===== src/rtl/oprs_pkg.sv =====
package oprs_pkg;
   localparam int OPC_W  = 8;
   localparam int MODE_W = 2;

   typedef enum logic [MODE_W-1:0] {
      MODE_IMM = 2'd0,
      MODE_DIR = 2'd1,
      MODE_IND = 2'd2,
      MODE_BAD = 2'd3
   } mode_e;

   typedef enum logic [2:0] {
      ST_IDLE,
      ST_REQ1,
      ST_WAIT1,
      ST_REQ2,
      ST_WAIT2,
      ST_DONE
   } state_e;

   // opcodes whose second operand is a target location
   function automatic logic is_dest_op(input logic [OPC_W-1:0] op);
      return (op == 8'h01) || ((op >= 8'h20) && (op <= 8'h2C));
   endfunction
endpackage


===== src/rtl/oprs_fields.sv =====
module oprs_fields
   import oprs_pkg::*;
#(
   parameter int NREG   = 8,
   parameter int PART_W = 16,
   localparam int IDX_W   = $clog2(NREG),
   localparam int INSTR_W = OPC_W + IDX_W + MODE_W + IDX_W + PART_W
) (
   input  logic [INSTR_W-1:0] instr_i,
   output logic [OPC_W-1:0]   opcode_o,
   output logic [IDX_W-1:0]   rj_o,
   output mode_e              mode_o,
   output logic [IDX_W-1:0]   ri_o,
   output logic [PART_W-1:0]  part_o
);
   localparam int RI_LO   = PART_W;
   localparam int MODE_LO = RI_LO + IDX_W;
   localparam int RJ_LO   = MODE_LO + MODE_W;
   localparam int OPC_LO  = RJ_LO + IDX_W;

   always_comb begin
      opcode_o = instr_i[OPC_LO +: OPC_W];
      rj_o     = instr_i[RJ_LO +: IDX_W];
      mode_o   = mode_e'(instr_i[MODE_LO +: MODE_W]);
      ri_o     = instr_i[RI_LO +: IDX_W];
      part_o   = instr_i[PART_W-1:0];
   end
endmodule


===== src/rtl/oprs_base.sv =====
module oprs_base #(
   parameter int  DATA_W   = 32,
   parameter int  NREG     = 8,
   parameter int  PART_W   = 16,
   parameter bit  SIGN_EXT = 1'b1,
   localparam int IDX_W    = $clog2(NREG)
) (
   input  logic [PART_W-1:0]      part_i,
   input  logic [IDX_W-1:0]       ri_i,
   input  logic [NREG*DATA_W-1:0] regs_i,
   output logic [DATA_W-1:0]      base_o
);
   localparam int EXT_W = DATA_W - PART_W;

   logic [DATA_W-1:0] part_ext;
   logic [DATA_W-1:0] idx_val;

   if (SIGN_EXT) begin : g_sext
      assign part_ext = {{EXT_W{part_i[PART_W-1]}}, part_i};
   end else begin : g_zext
      assign part_ext = {{EXT_W{1'b0}}, part_i};
   end

   // selector value zero means "no index register"
   always_comb begin
      idx_val = '0;
      if (ri_i != '0) idx_val = regs_i[int'(ri_i)*DATA_W +: DATA_W];
   end

   assign base_o = part_ext + idx_val;
endmodule


===== src/rtl/oprs_seq.sv =====
module oprs_seq
   import oprs_pkg::*;
#(
   parameter int DATA_W = 32
) (
   input  logic              clk_i,
   input  logic              rst_ni,
   input  logic              start_i,
   input  mode_e             mode_i,
   input  logic              dest_i,
   input  logic [DATA_W-1:0] base_i,
   input  logic              mem_valid_i,
   input  logic [DATA_W-1:0] mem_rdata_i,
   output logic              accept_o,
   output logic              mem_req_o,
   output logic [DATA_W-1:0] mem_addr_o,
   output logic [DATA_W-1:0] ea_o,
   output logic [DATA_W-1:0] operand_o,
   output logic              done_o,
   output logic              busy_o,
   output logic              illegal_o
);
   state_e            state_q;
   mode_e             mode_q;
   logic              dest_q;
   logic              ill_q;
   logic [DATA_W-1:0] ea_q;
   logic [DATA_W-1:0] opnd_q;

   assign accept_o = (state_q == ST_IDLE) && start_i;

   always_ff @(posedge clk_i or negedge rst_ni) begin
      if (!rst_ni) begin
         state_q <= ST_IDLE;
         mode_q  <= MODE_IMM;
         dest_q  <= 1'b0;
         ill_q   <= 1'b0;
         ea_q    <= '0;
         opnd_q  <= '0;
      end else begin
         unique case (state_q)
            ST_IDLE: if (start_i) begin
               mode_q <= mode_i;
               dest_q <= dest_i;
               ea_q   <= base_i;
               ill_q  <= (mode_i == MODE_BAD);
               if (mode_i == MODE_BAD) begin
                  opnd_q  <= '0;
                  state_q <= ST_DONE;
               end else if ((mode_i == MODE_IMM) ||
                            ((mode_i == MODE_DIR) && dest_i)) begin
                  opnd_q  <= base_i;
                  state_q <= ST_DONE;
               end else begin
                  state_q <= ST_REQ1;
               end
            end
            ST_REQ1: state_q <= ST_WAIT1;
            ST_WAIT1: if (mem_valid_i) begin
               if (mode_q == MODE_IND) begin
                  ea_q <= mem_rdata_i;
                  if (dest_q) begin
                     opnd_q  <= mem_rdata_i;
                     state_q <= ST_DONE;
                  end else begin
                     state_q <= ST_REQ2;
                  end
               end else begin
                  opnd_q  <= mem_rdata_i;
                  state_q <= ST_DONE;
               end
            end
            ST_REQ2: state_q <= ST_WAIT2;
            ST_WAIT2: if (mem_valid_i) begin
               opnd_q  <= mem_rdata_i;
               state_q <= ST_DONE;
            end
            ST_DONE: state_q <= ST_IDLE;
            default: state_q <= ST_IDLE;
         endcase
      end
   end

   // ea_q holds the base for the first read and the pointer for the second
   assign mem_req_o  = (state_q == ST_REQ1) || (state_q == ST_REQ2);
   assign mem_addr_o = ea_q;
   assign ea_o       = ea_q;
   assign operand_o  = opnd_q;
   assign done_o     = (state_q == ST_DONE);
   assign busy_o     = (state_q != ST_IDLE);
   assign illegal_o  = ill_q;

   AST_REQ_PULSE: assert property (@(posedge clk_i) disable iff (!rst_ni)
      mem_req_o |=> !mem_req_o);
   AST_DONE_PULSE: assert property (@(posedge clk_i) disable iff (!rst_ni)
      done_o |=> !done_o);
   AST_IMM_NEXT: assert property (@(posedge clk_i) disable iff (!rst_ni)
      (accept_o && mode_i == MODE_IMM) |=> (done_o && !mem_req_o));
   AST_BAD_MODE: assert property (@(posedge clk_i) disable iff (!rst_ni)
      (accept_o && mode_i == MODE_BAD) |=> (done_o && illegal_o && !mem_req_o));
endmodule


===== src/rtl/operand_resolver.sv =====
module operand_resolver
   import oprs_pkg::*;
#(
   parameter int  DATA_W   = 32,
   parameter int  NREG     = 8,
   parameter int  PART_W   = 16,
   parameter bit  SIGN_EXT = 1'b1,
   localparam int IDX_W    = $clog2(NREG),
   localparam int INSTR_W  = OPC_W + IDX_W + MODE_W + IDX_W + PART_W
) (
   input  logic                   clk_i,
   input  logic                   rst_ni,
   input  logic                   start_i,
   input  logic [INSTR_W-1:0]     instr_i,
   input  logic [NREG*DATA_W-1:0] regs_i,
   output logic                   busy_o,
   output logic                   done_o,
   output logic                   illegal_o,
   output logic [OPC_W-1:0]       opcode_o,
   output logic [IDX_W-1:0]       rj_o,
   output logic [DATA_W-1:0]      ea_o,
   output logic [DATA_W-1:0]      operand_o,
   output logic                   mem_req_o,
   output logic [DATA_W-1:0]      mem_addr_o,
   input  logic                   mem_valid_i,
   input  logic [DATA_W-1:0]      mem_rdata_i
);
   if (DATA_W <= PART_W) begin : g_bad_width
      $error("DATA_W must exceed PART_W");
   end
   if (NREG < 2 || (1 << IDX_W) != NREG) begin : g_bad_nreg
      $error("NREG must be a power of two, at least 2");
   end

   logic [OPC_W-1:0]  f_opc;
   logic [IDX_W-1:0]  f_rj;
   logic [IDX_W-1:0]  f_ri;
   mode_e             f_mode;
   logic [PART_W-1:0] f_part;
   logic [DATA_W-1:0] base;
   logic              accept;

   oprs_fields #(.NREG(NREG), .PART_W(PART_W)) fields_i (
      .instr_i (instr_i),
      .opcode_o(f_opc),
      .rj_o    (f_rj),
      .mode_o  (f_mode),
      .ri_o    (f_ri),
      .part_o  (f_part)
   );

   oprs_base #(.DATA_W(DATA_W), .NREG(NREG), .PART_W(PART_W),
               .SIGN_EXT(SIGN_EXT)) base_i (
      .part_i(f_part),
      .ri_i  (f_ri),
      .regs_i(regs_i),
      .base_o(base)
   );

   oprs_seq #(.DATA_W(DATA_W)) seq_i (
      .clk_i      (clk_i),
      .rst_ni     (rst_ni),
      .start_i    (start_i),
      .mode_i     (f_mode),
      .dest_i     (is_dest_op(f_opc)),
      .base_i     (base),
      .mem_valid_i(mem_valid_i),
      .mem_rdata_i(mem_rdata_i),
      .accept_o   (accept),
      .mem_req_o  (mem_req_o),
      .mem_addr_o (mem_addr_o),
      .ea_o       (ea_o),
      .operand_o  (operand_o),
      .done_o     (done_o),
      .busy_o     (busy_o),
      .illegal_o  (illegal_o)
   );

   always_ff @(posedge clk_i or negedge rst_ni) begin
      if (!rst_ni) begin
         opcode_o <= '0;
         rj_o     <= '0;
      end else if (accept) begin
         opcode_o <= f_opc;
         rj_o     <= f_rj;
      end
   end

   AST_OPC_HOLD: assert property (@(posedge clk_i) disable iff (!rst_ni)
      (busy_o && $past(busy_o)) |-> ($stable(opcode_o) && $stable(rj_o)));
endmodule


===== config.mk =====
export PLATFORM = sky130hd
export DESIGN_NAME = operand_resolver
export DESIGN_NICKNAME = d
export VERILOG_FILES = /design/src/rtl/oprs_pkg.sv /design/src/rtl/oprs_fields.sv /design/src/rtl/oprs_base.sv /design/src/rtl/oprs_seq.sv /design/src/rtl/operand_resolver.sv
export SDC_FILE = /design/constraint.sdc
export NUM_CORES = 1
export LEC_CHECK = 0
export BUFFER_PORTS_ARGS = -buffer_cell sky130_fd_sc_hd__buf_2
export CORE_AREA = 2 2 167 169
export CTS_CLUSTER_DIAMETER = 50
export DETAILED_ROUTE_END_ITERATION = 10
export DIE_AREA = 0 0 169 171
export SLEW_MARGIN = 20
export SYNTH_ARGS = -nofsm -noshare
export SYNTH_HDL_FRONTEND = slang
export SYNTH_SLANG_ARGS = --single-unit

===== constraint.sdc =====
create_clock -name clk_i -period 2.2 [get_ports clk_i]
set_input_delay 0.44 -clock clk_i [delete_from_list [all_inputs] [get_ports clk_i]]
set_output_delay 0.44 -clock clk_i [all_outputs]
set_load 0.01 [all_outputs]

==> results of run 1 <==
==> metal layers <==
| layer | up-vias | GRT usage, % | wire length, um | share of wire, % |
|---|---|---|---|---|
| met5 | - | 0 | 35 | 0.11 |
| met4 | 6 | 6.24 | 690 | 2.1 |
| met3 | 49 | 2.89 | 1620 | 4.9 |
| met2 | 350 | 39.4 | 16600 | 50 |
| met1 | 4302 | 27.3 | 14100 | 43 |
| li1 | 4383 | - | - | - |
==> worst max path at each step <==
stage                start             endpoint  slack, ns
5_1_grt        instr_i[17]       seq_i.ea_o[29]      -1.02
3_3_place_gp   instr_i[16]  seq_i.operand_o[16]      -1.48
6_report       instr_i[16]       seq_i.ea_o[26]      -0.90
3_5_place_dp   instr_i[16]  seq_i.operand_o[16]      -1.47
2_1_floorplan  instr_i[16]       seq_i.ea_o[26]      -0.96
4_1_cts        instr_i[16]  seq_i.operand_o[31]      -0.91
==> flip-flops by register name (all words and copies together), names as in the netlist <==
name	flops
seq_i.dest_q	1
seq_i.state_q	3
seq_i.illegal_o	1
seq_i.mode_q	2
rj_o	3
seq_i.ea_o	32
opcode_o	8
seq_i.operand_o	32
==> through the flow <==
| stage | utilization (%) | setup TNS, ns | hold WS, ns |
|---|---|---|---|
| after floorplan | - | -39.50 | 0.144 |
| after global placement | 40.7 | -69.97 | 0.453 |
| after detailed placement | 40.7 | -71.61 | 0.452 |
| after CTS | 44.3 | -35.67 | 0.0865 |
| after global routing | 46.6 | -42.17 | 0.115 |
| final | 46.6 | -35.14 | 0.0786 |
==> kinds of logic (layout without fill, tap and decap cells) <==
kind of cell               after synthesis  in the layout  synth area share [%]
AOI/OAI and AO/OA                      292            293                  24.3
xor gates and xnor gates                24             24                  2.74
adders and majority gates               32             32                  5.32
buffers and inverters                  117            630                  7.54
DFF                                     82             82                  26.8
muxes                                   84             84                  16.8
other                                    0              4                     0
and+or+nand+nor                        284            284                  16.5
==> worst register-to-register path, delay by kind of cell, from the launching register on <==
family,cells,cell delay (ns)
AOI/OAI and AO/OA,2,0.48
DFF,1,0.44
buffers and inverters,1,0.23
and+or+nand+nor,4,1.12
==> cells in the final DEF, fill, tap and decap left out, drive strengths merged, types with 18 or more instances in the layout <==
cell type    n
mux2        34
buf        602
mux4        32
o21ai       96
ha          31
nor2        35
a22oi       53
a21oi       61
dfrtp       82
nand2      170
mux2i       18
==> layout make-up <==
| type | instances | area [um^2] |
|---|---|---|
| Fill cell | 2687 | 14600 |
| Clock buffer | 10 | 239 |
| Timing Repair Buffer | 602 | 3780 |
| Antenna cell | 4 | 10.0 |
| Multi-Input combinational cell | 717 | 6070 |
| Clock inverter | 5 | 103 |
| Tap cell | 346 | 433 |
| Sequential cell | 82 | 2050 |
| Inverter | 13 | 48.8 |
==> timing repair <==
item	4_1_cts	5_1_grt
gates cloned	2	1
setup buffers	22	19
hold buffers	0	0
endpoints found under the setup margin	61	62
pin swaps	68	63
resized for setup	99	113
==> power breakdown <==
part	internal (mW)	switching, mW	leakage, nW
Clock	1.13	0.618	0.165
Combinational	3.28	4.10	5.00
Sequential	2.21	0.480	1.02
Total	6.63	5.20	6.19
==> flow_metrics.py, run 1 <==
metrics = {
    "logic_synthesis": {
        "synth.largest_area_cell": "dfrtp_1",
        "synth_top_area_share_pct": 26.8,
        "syn-cell-area_um2": 7660,
        "yosys-top-cells-area": "dfrtp_1, mux4_2, nand2_1, o21ai_0, a22oi_1",
        "synthFlopType": "dfrtp_1",
        "netlist_instances": 915,
        "synth_seq_cells": 82,
        "synth_edf_count": 0,
        "yosys-top-cells-count": "nand2_1, o21ai_0, dfrtp_1",
        "ys_types": 66,
        "synth.net_count": 1271,
        "yosysMostFrequentCell": "nand2_1",
        "avgSynthCellArea_um2": 8.38,
        "seq_area_frac_synth_pct": 26.8,
        "ys_async_sr_fraction_pct": 100,
        "yosys_warnings": 0,
    },
    "detailed_routing": {
        "drc": 0,
        "vias_per_cell": 5.11,
        "wl_per_cell_um": 18.6,
        "drt_wl_total_mm": 33.1,
        "drt_iter0_markers": 500,
        "vias": 9090,
        "dr.pass1.iters": 5,
        "drtAntennaViolNets": 0,
    },
    "pwr": {
        "power_density_nw_per_um2": 929,
        "ir_drop_mv": 0.463,
        "leakage_nw": 6.19,
        "total_power_mw": 11.8,
    },
    "grt": {
        "grt_antenna_before_repair": 7,
        "grt_pass1_wl_mm": 49.4,
        "grt_use_total_pct": 21.8,
        "grt_max_degree": 46,
        "grt_pass1_vias": 9144,
        "overflow": 0,
    },
    "clock_network": {
        "clk_pin_slew_ns": 0.06,
        "clockBufferDepth": 2,
        "cts_made_buffers": 9,
        "clk_latency_ns": 0.34,
        "cts_tree": "built",
        "htreeDepth": 3,
        "cts_root_buf": "clkbuf_16",
        "cts_num_sinks": 82,
    },
    "worst_setup_path": {
        "crit_family": "compound AO/OA/AOI/OAI gates",
        "path_cells": "buf_12, mux4_2, nand2_2, o21ai_2, ha_2, fa_2, a211oi_2, o21ai_2, o211ai_1, buf_4, a211oi_4, buf_6, o21ai_4, a211oi_2, or3_1",
        "worstSetupEndpointType": "flip-flop",
        "critPathBufInv": 3,
        "rr_worst_depth": 7,
        "cp_slowest_cell": "mux4_2",
        "start_kind": "input pin",
        "critPathKind": "in -> reg",
        "rrSetupSlack_ns": -0.11,
        "slowest_delay_ns": 0.55,
        "worstPathArrival_ns": 3.32,
        "critical_path_cell_count": 15,
        "required_ns": 2.42,
        "r2r-start": "seq_i.state_q[2]",
        "reg2reg_to": "seq_i.operand_o[22]",
        "critPathMaxFanout": 5,
    },
    "finish": {
        "drive_above_1_share_pct": 58.5,
        "nets": 1781,
        "instances_no_fill": 1779,
        "final_cell_area_um2": 12700,
        "syn_to_final_growth_pct": 66.1,
    },
    "placement": {
        "io_buffers": 402,
        "place_inst": 1729,
        "pre_cts_ws_ns": -1.47,
        "post-dp-hpwl_mm": 26.6,
        "placed_cell_area_um2": 11100,
        "gp_congestion": 0.871,
    },
    "outcome": {
        "status": "finished, violations left",
        "violations": "negative setup slack",
    },
    "floorplanning": {
        "rows": 61,
        "core_um2": 27300,
        "die_h_um": 171,
        "initial_utilization_pct": 28.0,
        "ios": 435,
        "die_area_um2": 28900,
        "die_w_um": 169,
    },
    "run": {
        "max-cap-violations": 0,
    },
    "timing": {
        "min_period_ns": 3.10,
        "relSlewSlack_pct": 61.8,
        "slew_violations": 0,
        "fin_ws_ns": -0.899,
        "finalSetupViolCount": 56,
        "rsz0062_at_grt": "yes",
        "tightest_slew_ns": 0.573,
        "max_freq_ghz": 0.323,
        "finalHoldViolCount": 0,
        "fin_crit_sh_pct": 141,
        "finalClockSkew_ns": 0.00824,
    },
    "worst_hold_path": {
        "min_path_type": "in -> async",
    },
}
(Power assumes the default switching activity.)
==> run 2: changes to the inputs <==
--- a/config.mk
+++ b/config.mk
@@ -15,2 +15,3 @@
 export SYNTH_HDL_FRONTEND = slang
+export SYNTH_HIERARCHICAL = 1
 export SYNTH_SLANG_ARGS = --single-unit
--- a/constraint.sdc
+++ b/constraint.sdc
@@ -3,2 +3,2 @@
 set_output_delay 0.44 -clock clk_i [all_outputs]
-set_load 0.01 [all_outputs]
+set_load 0.005 [all_outputs]
==> run 2 against run 1 <==
Compared with the run above: the run still ends with negative setup slack left; synthesized cell count fell by 4.7%; first-iteration DRC count down 21%; global-route usage is 0.89 points lower; count of clock-buffer cells in the layout increased by 2; utilization is 2.1 points higher; sequential cell count unchanged; sequential power rose by 7%.
==> flow_metrics.py, run 2 <==
metrics = {
    "logic_synthesis": {
        "synthFlopType": "dfrtp_1",
        "seq_area_frac_synth_pct": 24.7,
        "ys_types": 67,
        "netlist_instances": 872,
        "yosys-top-cells-count": "nand2_1, dfrtp_1, mux2i_1",
        "syn-cell-area_um2": 8320,
        "yosysMostFrequentCell": "nand2_1",
        "avgSynthCellArea_um2": 9.54,
        "synth_edf_count": 0,
        "ys_async_sr_fraction_pct": 100,
        "yosys-top-cells-area": "dfrtp_1, mux4_2, mux2i_1, mux2_2, buf_4",
        "synth.net_count": 1228,
        "synth_seq_cells": 82,
        "synth_top_area_share_pct": 24.7,
        "synth.largest_area_cell": "dfrtp_1",
        "yosys_warnings": 6,
    },
    "run": {
        "max-cap-violations": 0,
    },
    "outcome": {
        "violations": "negative setup slack",
        "status": "finished, violations left",
    },
    "grt": {
        "grt_use_total_pct": 21.0,
        "grt_antenna_before_repair": 8,
        "overflow": 0,
        "grt_pass1_wl_mm": 47.0,
        "grt_pass1_vias": 8534,
        "grt_max_degree": 43,
    },
    "timing": {
        "fin_crit_sh_pct": 160,
        "rsz0062_at_grt": "yes",
        "min_period_ns": 3.53,
        "tightest_slew_ns": 0.482,
        "max_freq_ghz": 0.283,
        "fin_ws_ns": -1.33,
        "finalSetupViolCount": 58,
        "finalHoldViolCount": 0,
        "slew_violations": 0,
        "relSlewSlack_pct": 67.9,
        "finalClockSkew_ns": 0.0101,
    },
    "pwr": {
        "seq_power_share_pct": 23.6,
        "power_density_nw_per_um2": 913,
        "ir_drop_mv": 0.542,
        "internal-power_mw": 7.48,
        "leakage_nw": 6.45,
        "swShare_pct": 38.4,
        "clkPwrFrac_pct": 12.9,
        "p_comb_share_pct": 63.4,
        "switchingPower_mw": 4.66,
    },
    "detailed_routing": {
        "wl_per_cell_um": 18.3,
        "drtAntennaViolNets": 0,
        "drt_wl_total_mm": 31.8,
        "drc": 0,
        "vias_per_cell": 4.91,
        "drt_iter0_markers": 396,
        "dr.pass1.iters": 5,
        "vias": 8521,
    },
    "worst_setup_path": {
        "critPathKind": "in -> reg",
        "worstSetupEndpointType": "flip-flop",
        "path_cells": "buf_12, buf_12, buf_4, mux2_2, a22oi_2, o21ai_1, ha_1, o211ai_1, nor2_1, o211ai_2, buf_4, a21oi_4, buf_6, o21a_1, nor2_2, o31a_1, xnor2_2, nand2_1, mux2i_1, mux2_4",
        "required_ns": 2.48,
        "start_kind": "input pin",
        "slowest_delay_ns": 0.40,
        "critPathMaxFanout": 10,
        "worstPathArrival_ns": 3.81,
        "cp_slowest_cell": "ha_1",
    },
    "placement": {
        "place_inst": 1676,
        "placed_cell_area_um2": 11500,
        "gp_congestion": 0.885,
        "io_buffers": 402,
        "post-dp-hpwl_mm": 25.6,
    },
    "clock_network": {
        "clk_latency_ns": 0.34,
        "clk_pin_slew_ns": 0.07,
        "cts_num_sinks": 82,
        "cts_tree": "built",
        "clockBufferDepth": 2,
        "htreeDepth": 3,
        "cts_root_buf": "clkbuf_16",
        "cts_made_buffers": 9,
    },
    "floorplanning": {
        "ios": 435,
        "die_w_um": 169,
        "core_um2": 27300,
        "rows": 61,
        "die_h_um": 171,
        "initial_utilization_pct": 30.4,
        "die_area_um2": 28900,
    },
    "finish": {
        "final_common_cell": "buf_2",
        "final_cell_area_um2": 13300,
        "drive_above_1_share_pct": 66.1,
        "fin_util_pct": 48.7,
        "instances_no_fill": 1735,
        "syn_to_final_growth_pct": 59.9,
        "final_cell_mix": "buf_2, buf_4, dfrtp_1",
        "nets": 1734,
    },
    "worst_hold_path": {
        "min_path_type": "in -> async",
    },
}
run 2: kinds of logic (layout without fill, tap and decap cells):
group	count (synthesis)	in the layout	synth area share [%]
AO/OA/AOI/OAI	206	206	17.2
AND/OR/NAND/NOR	185	185	10.5
multiplexers	176	176	28.5
buffers and inverters	162	673	11.2
flip-flops	82	82	24.7
adder cells (fa/ha/maj)	32	32	4.90
XOR/XNOR	29	29	3.05
other	0	6	0
run 2: power by group through the flow:
stage	logic (mW)	clock network, mW	registers (mW)
3_3_place_gp	6.61	0	2.86
5_1_grt	8.34	1.66	2.97
2_1_floorplan	4.47	0	2.78
4_1_cts	7.23	1.62	2.87
6_report	7.70	1.57	2.87
3_5_place_dp	6.70	0	2.90
run 2: repair_timing:
item,CTS,global route
resized for setup,151,74
pin swaps,86,90
hold buffers,0,0
cloned,2,2
buffers inserted,34,17
setup endpoints to repair,62,63
run 2: worst max-delay path, delay by kind of cell:
family,cells,cell delay (ns)
buffers and inverters,5,0.62
muxes,3,0.72
AOI/OAI and AO/OA,7,1.08
xor gates and xnor gates,1,0.20
and+or+nand+nor,3,0.35
adders and majority gates,1,0.40
run 2: worst paths after layout:
path	from	end	slack [ns]	cells after the start
min in group clk_i	instr_i[23]	rj_o[2]	0.34	2
worst max-delay path	instr_i[17]	seq_i/operand_o[21]	-1.33	20
max in group asynchronous	rst_ni	seq_i/state_q[1]	1.60	2
worst min register to register	rj_o[0]	rj_o[0]	0.50	1
worst min-delay path	rst_ni	seq_i/operand_o[9]	0.02	1
worst max register to register	seq_i/state_q[2]	seq_i/operand_o[13]	0.31	6
run 2: per-stage QoR:
step	hold WS (ns)	power [mW]	setup TNS, ns	setup slack [ns]
6_report	0.0245	12.1	-50.63	-1.33
5_1_grt	0.0417	13.0	-58.02	-1.47
4_1_cts	0.0228	11.7	-49.42	-1.26
3_5_place_dp	0.390	9.60	-85.61	-1.91
3_3_place_gp	0.382	9.47	-82.22	-1.83
2_1_floorplan	0.144	7.25	-55.47	-1.55
run 2: final cells by class:
| class | instances | area (um^2) |
|---|---|---|
| well taps | 346 | 433 |
| inverters | 45 | 169 |
| clock buffers | 12 | 256 |
| fillers | 2556 | 14000 |
| clock inverters | 4 | 50.0 |
| repair buffers | 612 | 4000 |
| flip-flops and latches | 82 | 2050 |
| multi-input cells | 628 | 6320 |
| diodes | 6 | 15.0 |
run 2: metal layers:
metal / up-vias / global-route usage (%) / routed length [um]
li1: 4090 / - / -
met1: 4075 / 25.9 / 13400
met2: 307 / 38.0 / 16100
met3: 45 / 3.24 / 1500
met4: 4 / 5.50 / 700
met5: - / 0 / 21
==> run 3: changes to the inputs <==
Clock period 2.2 ns to 3.4 ns, I/O delays scaled along.
==> run 3 against run 2 <==
Compared with the run above: the run still ends with negative setup slack left; count of clock-buffer cells in the layout shrank 3; first-iteration DRC count down 6.8%; sequential power fell by 34%; register-to-register slack better by 0.89 ns; global-route usage shrank 0.32 points; combinational power shrank 42%; via count fell by 3.1%; clock power is 34% lower; sequential cell count is the same.
==> flow_metrics.py, run 3 (same netlist as run 2, synthesis figures left out) <==
metrics = {
    "grt": {
        "grt_use_total_pct": 20.6,
        "met3_usage_pct": 3.15,
        "met2_usage_pct": 37.7,
        "grt_pass1_wl_mm": 46.3,
        "grt_pass1_vias": 8180,
        "top_usage_layer": "met2",
        "grt_antenna_before_repair": 4,
        "grt_max_degree": 61,
        "overflow": 0,
        "grt_use_met1_pct": 25.8,
    },
    "placement": {
        "place_inst": 1657,
        "gp_congestion": 0.859,
        "placed_cell_area_um2": 11300,
        "post-dp-hpwl_mm": 25.5,
        "io_buffers": 402,
        "pre_cts_ws_ns": -0.841,
    },
    "clock_network": {
        "clk_pin_slew_ns": 0.06,
        "cts_num_sinks": 82,
        "cts_root_buf": "clkbuf_16",
        "cts_tree": "built",
        "hold_buffers": 0,
        "cts_made_buffers": 9,
        "clockBufferDepth": 2,
        "htreeDepth": 3,
        "clk_latency_ns": 0.34,
    },
    "timing": {
        "finalSetupViolCount": 26,
        "fin_ws_ns": -0.198,
        "tightest_slew_ns": 0.840,
        "slew_violations": 0,
        "fin_crit_sh_pct": 106,
        "min_period_ns": 3.60,
        "rsz0062_at_grt": "yes",
        "max_freq_ghz": 0.278,
        "finalHoldViolCount": 0,
        "relSlewSlack_pct": 44.0,
        "finalClockSkew_ns": 0.0126,
    },
    "detailed_routing": {
        "dr.pass1.iters": 5,
        "vias": 8259,
        "drt_iter0_markers": 369,
        "vias_per_cell": 4.85,
        "drtAntennaViolNets": 0,
        "drt_wl_total_mm": 30.9,
        "wl_per_cell_um": 18.2,
        "drc": 0,
    },
    "worst_setup_path": {
        "path_cells": "buf_12, buf_12, buf_8, buf_4, mux2_2, a22oi_2, o21ai_2, ha_4, a31o_1, a221oi_4, a21oi_2, o21ba_1, or4b_1, nand2_2, xnor2_2, nand2_1, mux2i_1, mux2_4",
        "critPathMaxFanout": 7,
        "rr_worst_depth": 5,
        "critPathBufInv": 4,
        "worstSetupEndpointType": "flip-flop",
        "required_ns": 3.62,
        "reg2reg_to": "seq_i/operand_o[16]",
        "slowest_delay_ns": 0.53,
        "cp-startpoint": "instr_i[17]",
        "cpMostUsedCell": "buf_12",
        "r2r-start": "seq_i/state_q[1]",
        "endpoint": "seq_i/operand_o[29]",
        "crit_family": "compound AO/OA/AOI/OAI gates",
        "rrSetupSlack_ns": 1.20,
        "worstPathArrival_ns": 3.81,
        "critical_path_cell_count": 18,
        "start_kind": "input pin",
        "cp_slowest_cell": "or4b_1",
        "critPathKind": "in -> reg",
    },
    "pwr": {
        "power_density_nw_per_um2": 591,
        "leakage_nw": 6.19,
        "ir_drop_mv": 0.322,
    },
    "finish": {
        "final_cell_area_um2": 12600,
        "fin_util_pct": 45.9,
        "instances_no_fill": 1702,
        "final_common_cell": "buf_2",
        "fillers": 2687,
        "nets": 1704,
        "syn_to_final_growth_pct": 50.9,
        "drive_above_1_share_pct": 62.7,
        "final_cell_mix": "buf_2, buf_4, dfrtp_1",
    },
    "floorplanning": {
        "initial_utilization_pct": 30.4,
        "core_um2": 27300,
        "die_h_um": 171,
        "die_area_um2": 28900,
        "rows": 61,
        "die_w_um": 169,
        "ios": 435,
    },
    "worst_hold_path": {
        "min_path_type": "in -> async",
    },
    "outcome": {
        "status": "finished, violations left",
        "violations": "negative setup slack",
    },
    "run": {
        "max-cap-violations": 0,
    },
}
==> run 3: changes by cell type in the layout (fill, tap and decap cells not counted), sizes merged <==
cell,previous run,this run
buf,609,582
clkbuf,14,9
clkinv,1,3
diode,6,4
bufbuf,1,0
bufinv,1,2
clkinvlp,2,1
==> run 3: how the worst min path moves through the flow <==
stage / from / end / slack (ns) / cells after the start
floorplan: rst_ni / opcode_o[0] / 0.38 / 0
global placement: opcode_o[1] / opcode_o[1] / 0.48 / 1
detailed placement: opcode_o[5] / opcode_o[5] / 0.49 / 1
CTS: rst_ni / seq_i/ea_o[16] / 0.46 / 1
global route: rst_ni / seq_i/ea_o[16] / 0.48 / 1
finish: rst_ni / seq_i/ea_o[16] / 0.42 / 1
==> run 3: worst reg2reg max path, cell delays in order (launching register included) <==
cell and delay [ns]:
dfrtp_2 0.86, nor3b_1 0.11, o21ai_0 0.20, o2111a_2 0.25, buf_12 0.28, mux2_2 0.39
==> run 3: routing by layer <==
metal | part of all wire (%) | routed length [um]
met2 | 51 | 15700
met4 | 1.4 | 445
met1 | 43 | 13400
met5 | 0.016 | 5
met3 | 4.6 | 1410
==> run 3: where the power goes <==
group / internal (mW) / switching (mW) / leakage (nW)
clock: 0.636 / 0.405 / 0.151
sequential: 1.47 / 0.421 / 0.958
combinational: 2.45 / 2.03 / 5.08
==> run 3: final cells by class <==
| class | instances | area (um^2) | share of cell area (%) |
|---|---|---|---|
| inverters | 45 | 169 | 1.35 |
| flip-flops and latches | 82 | 2050 | 16.4 |
| clock inverters | 6 | 82.6 | 0.658 |
| multi-input cells | 628 | 5970 | 47.6 |
| repair buffers | 582 | 3610 | 28.7 |
| well taps | 346 | 433 | 3.45 |
| clock buffers | 9 | 225 | 1.79 |
| diodes | 4 | 10.0 | 0.0797 |
==> run 3: timing repair <==
item | 4_1_cts | 5_1_grt
endpoints found under the setup margin | 40 | 42
gates resized for setup | 95 | 49
gates cloned | 2 | 0
pin swaps | 65 | 56
buffers inserted | 17 | 11
==> run 3: stage by stage <==
step | hold WS [ns] | TNS (ns) | total power [mW]
finish | 0.421 | -2.93 | 7.42
global route | 0.480 | -7.54 | 7.95
CTS | 0.459 | -3.01 | 7.37
detailed placement | 0.490 | -27.53 | 6.13
global placement | 0.484 | -26.87 | 6.07
floorplan | 0.384 | -6.06 | 4.68
